<file path="src/rtl/commit_sel_pkg.sv">
// Shared encodings for the commit thread selector.
// Assumes status codes are 3 bits wide and the policy code is 2 bits wide.
package commit_sel_pkg;
    localparam int STW = 3;

    typedef enum logic [STW-1:0] {
        ST_IDLE       = 3'd0,
        ST_RUNNING    = 3'd1,
        ST_SQUASHING  = 3'd2,
        ST_TRAP_PEND  = 3'd3,
        ST_FTRAP_PEND = 3'd4
    } thr_state_e;

    typedef enum logic [1:0] {
        POL_GREEDY = 2'd0,
        POL_ROTATE = 2'd1,
        POL_OLDEST = 2'd2,
        POL_SPARE  = 2'd3
    } sel_policy_e;

    // True for the status codes that allow a thread to retire.
    function automatic logic state_allows(input logic [STW-1:0] s);
        return (s == ST_IDLE) || (s == ST_RUNNING) || (s == ST_FTRAP_PEND);
    endfunction
endpackage

</file>
<file path="src/rtl/thread_qualify.sv">
// Per-thread qualification: eligibility from status and candidacy from readiness.
// Assumes status codes follow commit_sel_pkg.
module thread_qualify
    import commit_sel_pkg::*;
#(
    parameter int NTHR = 4
) (
    input  logic [STW*NTHR-1:0] thr_status,
    input  logic [NTHR-1:0]     head_rdy,
    input  logic [NTHR-1:0]     rob_empty,
    output logic [NTHR-1:0]     elig,
    output logic [NTHR-1:0]     cand
);
    for (genvar i = 0; i < NTHR; i++) begin : g_thr
        // Eligibility and candidacy of one thread.
        always_comb begin
            elig[i] = state_allows(thr_status[i*STW +: STW]);
            cand[i] = elig[i] && head_rdy[i] && !rob_empty[i];
        end
    end
endmodule

</file>
<file path="src/rtl/oldest_pick.sv">
// Finds the candidate with the smallest head sequence number.
// Assumes sequence numbers do not wrap between live heads; ties go to the lower index.
module oldest_pick #(
    parameter int NTHR = 4,
    parameter int SEQW = 16,
    localparam int TIDW = (NTHR > 1) ? $clog2(NTHR) : 1
) (
    input  logic [NTHR-1:0]      cand,
    input  logic [SEQW*NTHR-1:0] head_seq,
    output logic                 hit,
    output logic [TIDW-1:0]      tid
);
    logic [SEQW-1:0] best_seq;

    // Linear minimum search with strict compare to keep the lowest index on ties.
    always_comb begin
        hit      = 1'b0;
        tid      = '0;
        best_seq = '0;
        for (int i = 0; i < NTHR; i++) begin
            if (cand[i] && (!hit || head_seq[i*SEQW +: SEQW] < best_seq)) begin
                hit      = 1'b1;
                tid      = TIDW'(i);
                best_seq = head_seq[i*SEQW +: SEQW];
            end
        end
    end
endmodule

</file>
<file path="src/rtl/rr_order_list.sv">
// Rotating priority list: scans from the front, moves a consumed winner to the tail.
// Assumes advance is only raised while hit is 1.
module rr_order_list #(
    parameter int NTHR = 4,
    localparam int TIDW = (NTHR > 1) ? $clog2(NTHR) : 1
) (
    input  logic            clk,
    input  logic            rst_n,
    input  logic [NTHR-1:0] cand,
    input  logic            advance,
    output logic            hit,
    output logic [TIDW-1:0] tid
);
    logic [TIDW-1:0] order_q [NTHR];
    logic [TIDW-1:0] order_d [NTHR];
    logic [TIDW-1:0] pos;

    // Front-to-back scan for the first candidate in the list.
    always_comb begin
        hit = 1'b0;
        pos = '0;
        tid = '0;
        for (int p = 0; p < NTHR; p++) begin
            if (!hit && cand[order_q[p]]) begin
                hit = 1'b1;
                pos = TIDW'(p);
                tid = order_q[p];
            end
        end
    end

    // Next list: entries behind the winner move up, winner goes to the tail.
    always_comb begin
        for (int p = 0; p < NTHR - 1; p++) begin
            order_d[p] = (TIDW'(p) < pos) ? order_q[p] : order_q[p+1];
        end
        order_d[NTHR-1] = tid;
    end

    // List register, ascending at reset, updated only on a consumed grant.
    always_ff @(posedge clk) begin
        if (!rst_n) begin
            for (int p = 0; p < NTHR; p++) order_q[p] <= TIDW'(p);
        end else if (advance && hit) begin
            for (int p = 0; p < NTHR; p++) order_q[p] <= order_d[p];
        end
    end

    logic [NTHR-1:0] present;
    // Which thread indices appear somewhere in the list.
    always_comb begin
        present = '0;
        for (int p = 0; p < NTHR; p++) present[order_q[p]] = 1'b1;
    end

    // the list is always a permutation of all threads.
    a_r6_list_perm: assert property (@(posedge clk) disable iff (!rst_n)
        $countones(present) == NTHR);

    // a consumed winner sits at the tail afterwards.
    a_r7_winner_to_back: assert property (@(posedge clk) disable iff (!rst_n)
        (advance && hit) |=> order_q[NTHR-1] == $past(tid));

    // without an advance the front of the list holds.
    a_r8_list_hold: assert property (@(posedge clk) disable iff (!rst_n)
        !(advance && hit) |=> order_q[0] == $past(order_q[0]));
endmodule

</file>
<file path="src/rtl/commit_thread_sel.sv">
// Top of the commit thread selector: qualifies threads, runs both policies,
// and muxes the grant by policy code. Single-thread builds bypass readiness.
// Assumes policy is static between edges and consume is a one-edge pulse.
module commit_thread_sel
    import commit_sel_pkg::*;
#(
    parameter int NTHR = 4,
    parameter int SEQW = 16,
    localparam int TIDW = (NTHR > 1) ? $clog2(NTHR) : 1
) (
    input  logic                 clk,
    input  logic                 rst_n,
    input  logic [1:0]           policy,
    input  logic [STW*NTHR-1:0]  thr_status,
    input  logic [NTHR-1:0]      head_rdy,
    input  logic [NTHR-1:0]      rob_empty,
    input  logic [SEQW*NTHR-1:0] head_seq,
    input  logic                 consume,
    output logic                 sel_valid,
    output logic [TIDW-1:0]      sel_tid
);
    logic [NTHR-1:0] elig, cand;
    logic            old_hit, rr_hit, rotate;
    logic [TIDW-1:0] old_tid, rr_tid;

    thread_qualify #(.NTHR(NTHR)) u_qual (
        .thr_status(thr_status), .head_rdy(head_rdy), .rob_empty(rob_empty),
        .elig(elig), .cand(cand)
    );

    oldest_pick #(.NTHR(NTHR), .SEQW(SEQW)) u_old (
        .cand(cand), .head_seq(head_seq), .hit(old_hit), .tid(old_tid)
    );

    rr_order_list #(.NTHR(NTHR)) u_rr (
        .clk(clk), .rst_n(rst_n), .cand(cand),
        .advance(consume && rotate), .hit(rr_hit), .tid(rr_tid)
    );

    // Policy decode: only code 1 rotates, every other code is oldest-first.
    always_comb rotate = (policy == POL_ROTATE);

    if (NTHR == 1) begin : g_single
        // One thread: grant on eligible status alone.
        always_comb begin
            sel_valid = elig[0];
            sel_tid   = '0;
        end
    end else begin : g_multi
        // Pick the result of the active policy; index forced to 0 when empty.
        always_comb begin
            sel_valid = rotate ? rr_hit : old_hit;
            sel_tid   = !sel_valid ? '0 : (rotate ? rr_tid : old_tid);
        end

        // a granted thread is always a candidate.
        a_r2_grant_candidate: assert property (@(posedge clk) disable iff (!rst_n)
            sel_valid |-> cand[sel_tid]);

        // no candidate means no grant.
        a_r9_none_when_empty: assert property (@(posedge clk) disable iff (!rst_n)
            (cand == '0) |-> !sel_valid);
    end

    // a granted thread has an eligible status code.
    a_r1_grant_eligible: assert property (@(posedge clk) disable iff (!rst_n)
        sel_valid |-> state_allows(thr_status[sel_tid*STW +: STW]));

    // index reads zero whenever nothing is granted.
    a_r9_tid_zero_idle: assert property (@(posedge clk) disable iff (!rst_n)
        !sel_valid |-> sel_tid == '0);
endmodule

</file>
<file path="config.mk">
export PLATFORM = sky130hd
export DESIGN_NAME = commit_thread_sel
export DESIGN_NICKNAME = d
export VERILOG_FILES = /design/src/rtl/commit_sel_pkg.sv /design/src/rtl/thread_qualify.sv /design/src/rtl/oldest_pick.sv /design/src/rtl/rr_order_list.sv /design/src/rtl/commit_thread_sel.sv
export SDC_FILE = /design/constraint.sdc
export NUM_CORES = 1
export LEC_CHECK = 0
export ABC_AREA = 1
export BUFFER_PORTS_ARGS = -buffer_cell sky130_fd_sc_hd__buf_4
export CAP_MARGIN = 15
export CORE_MARGIN = 10
export CORE_UTILIZATION = 54
export CTS_BUF_LIST = sky130_fd_sc_hd__clkbuf_8
export DETAILED_ROUTE_END_ITERATION = 7
export GPL_TIMING_DRIVEN = 0
export PLACE_DENSITY = 0.9
export SLEW_MARGIN = 5
export SYNTH_ARGS = -nofsm -noshare
export SYNTH_HDL_FRONTEND = slang
export SYNTH_SLANG_ARGS = --single-unit
</file>
<file path="constraint.sdc">
create_clock -name clk -period 18.3 [get_ports clk]
set_clock_uncertainty 0.1 [all_clocks]
set_input_delay 3.66 -clock clk [delete_from_list [all_inputs] [get_ports clk]]
set_output_delay 3.66 -clock clk [all_outputs]
set_load 0.005 [all_outputs]
</file>
==> metrics.yaml <==
power_and_ir_drop:
  swShare_pct: 35.69
  p_clk_share_pct: 20.2
  ir_drop_mv: 0.04016
  power_per_cell_area_nw_per_um2: 35.06
  pwr-share-seq_pct: 21.5
  p_switching_mw: 0.03584
  power.internal_mw: 0.06457
  power.leakage_nw: 1.565
  p_comb_share_pct: 58.4
synthesis:
  synth_cell_types: 31
  ys_async_sr_fraction_pct: 0
  ys_seq_area_share_pct: 11.55
  synthTopCellsByCount: "nand2_1 (113), ha_1 (45), a21oi_1 (26)"
  netlist_area_um2: 2079
  yosysMostFrequentCell: "nand2_1"
  synth_top_area_cell: "ha_1"
  synth_edf_count: 8
  postSynthCellCount: 334
  avgSynthCellArea_um2: 6.226
  ys_seq_elements: 8
  synth_flop_cell: "edfxtp_1"
  synth.top_cell.area_share_pct: 27.08
  synth.area.top_cells: "ha_1 (27%), nand2_1 (20%), edfxtp_1 (12%), a21oi_1 (6.3%), o21ai_0 (6.0%)"
  syn_nets: 468
  ys_warn_count: 0
timing:
  hold-worst-slack_ps: 494.0
  fin_crit_sh_pct: 72.70
  hold_violations: 0
  worst_pin_slew_ps: 441.8
  setup_viol: 0
  finalMaxSlewViolations: 0
  rsz0062_at_grt: "false"
  fmax_ghz: 0.07516
  fin_tns_setup_ps: 0
  fin_crit_ps: 13300
  relSlewSlack_pct: 70.54
hold_path:
  hold_path.startpoint: "u_rr.order_q[3][1]"
  holdPathStages: 2
  worst_hold_path.endpoint: "u_rr.order_q[2][1]"
  hold_class: "reg2reg"
cells_and_area:
  utilization_pct: 77.65
  layout-drive-gt1-share_pct: 25.70
  antenna_cells: 0
  largest_reg_flops: 8
  areaGrowthSynthToFinish_pct: 37.73
  nFillCells: 319
  largest_register: "u_rr.order_q"
  fin_nets: 564
  reg_top3: "u_rr.order_q x8"
  postLayoutCellArea_um2: 2864
setup_path:
  rr_worst_depth: 9
  timing.rr.start: "u_rr.order_q[0][0]"
  path_delay_family: "compound AO/OA/AOI/OAI gates"
  path_class: "in2out"
  path_max_fanout: 10
  worstPathArrival_ps: 9540
  crit_path_start: "rob_empty[0]"
  r2r_end: "u_rr.order_q[0][1]"
  cp-end-kind: "primary output"
  cp-start-kind: "input pin"
  worstPathRequired_ps: 14540
  r2r_slack_ps: 16300
  slowest_stage: "buf_1"
  path_buf_inv: 6
  slowest_delay_ps: 390
  crit_top_cell: "nand2_1"
routing:
  drtPass1Iterations: 4
  drc: 0
  drt_wl_total_um: 6740
  drt_iter0_drc: 116
  vias: 2551
  ant_nets: 0
  routedWlPerCell_um: 14.16
  via_per_inst: 5.359
clocking:
  clkTransAtPathRegs_ps: 40
  postCtsSetupBuffers: 0
  cts_tree: "done"
  clock_sinks: 8
  cts_buffers: 3
  cts_root_buf: "clkbuf_8"
  htreeDepth: 1
  clockBufferDepth: 2
  post_cts_resized: 0
  cts_hold_buffers: 0
  worstSkewPairLatency_ps: 220
placed_design:
  hpwl_um: 5969
  placed_cell_area_um2: 2823
  io_buffers: 91
  routabilityCongestion: 0.9264
die:
  io_pins: 92
  core-area_um2: 3689
  rows: 22
  die_x_um: 82.06
  die-area_um2: 6733
  start_util_pct: 56.38
  die_h_um: 82.06
flow_run:
  maxCapViolCount: 0
global_routing:
  grt_pass1_wl_um: 10960
  grt_max_degree: 11
  grt_pass1_vias: 2538
  grt.total_usage_pct: 19.62
  antenna_found_initial: 0
  grt_overflow: 0
outcome:
  status: "finished clean"
area by class of cell:
cell class              count  area, µm²  share of cell area (%)
multi-input cells         289       1699                   59.33
repair buffers             91      683.2                   23.85
flip-flops and latches      8      240.2                   8.388
inverters                  29      108.9                   3.801
well taps                  48      60.06                   2.097
clock buffers               3      41.29                   1.442
plain buffers               8      31.28                   1.092
power groups by stage:
stage	Clock [mW]	Sequential (mW)	Combinational [mW]
floorplan	0	0.0217	0.0332
global placement	0	0.0218	0.0560
detailed placement	0	0.0218	0.0581
CTS	0.0204	0.0216	0.0585
global route	0.0217	0.0216	0.0671
finish	0.0202	0.0216	0.0586
worst register-to-register path: stages, from the launching register on:
cell and delay, ps:
edfxtp_1 430, a21oi_1 160, o21ai_0 140, nand2_1 130, nor2_1 80, nand3_1 70
nand2_1 90, inv_2 80, nand2_1 80, o31ai_1 320
stage by stage:
stage	power, mW	cells	worst slack [ps]
global placement	0.07778	473	5170
finish	0.1004	476	4995
CTS	0.1005	476	5045
global route	0.1105	476	4457
floorplan	0.05486	334	6356
detailed placement	0.07993	473	5077
kinds of logic after synthesis:
logic type / synth area share (%)
AO/OA/AOI/OAI: 22.87
adder cells (fa/ha/maj): 27.08
buffers and inverters: 6.739
flip-flops: 11.55
AND/OR/NAND/NOR: 31.77
layer usage:
layer  vias up  GRT usage [%]  part of all wire (%)
li1       1336              -                     -
met1      1137          21.61                    41
met2        74          39.50                    54
met3         4          1.856                   5.3
met4         0          3.061                  0.34
met5         -              0                     0
cells in the final DEF, fill, tap and decap left out, types with 6 or more instances in the layout:
cell type / instances
o21ai_1: 16
inv_1: 24
clkbuf_1: 6
ha_1: 45
edfxtp_1: 8
nand3_1: 8
o21ai_0: 25
nor2_1: 19
nand2_1: 113
a21oi_1: 26
buf_4: 91
worst max-delay path by stage:
| stage | end | cells after the start |
|---|---|---|
| after floorplan | sel_tid[0] | 35 |
| after global placement | sel_tid[0] | 37 |
| after detailed placement | sel_tid[0] | 37 |
| after CTS | sel_tid[0] | 37 |
| after global routing | sel_tid[1] | 37 |
| final | sel_tid[0] | 37 |
No activity file was read; power rests on OpenSTA's default activity.
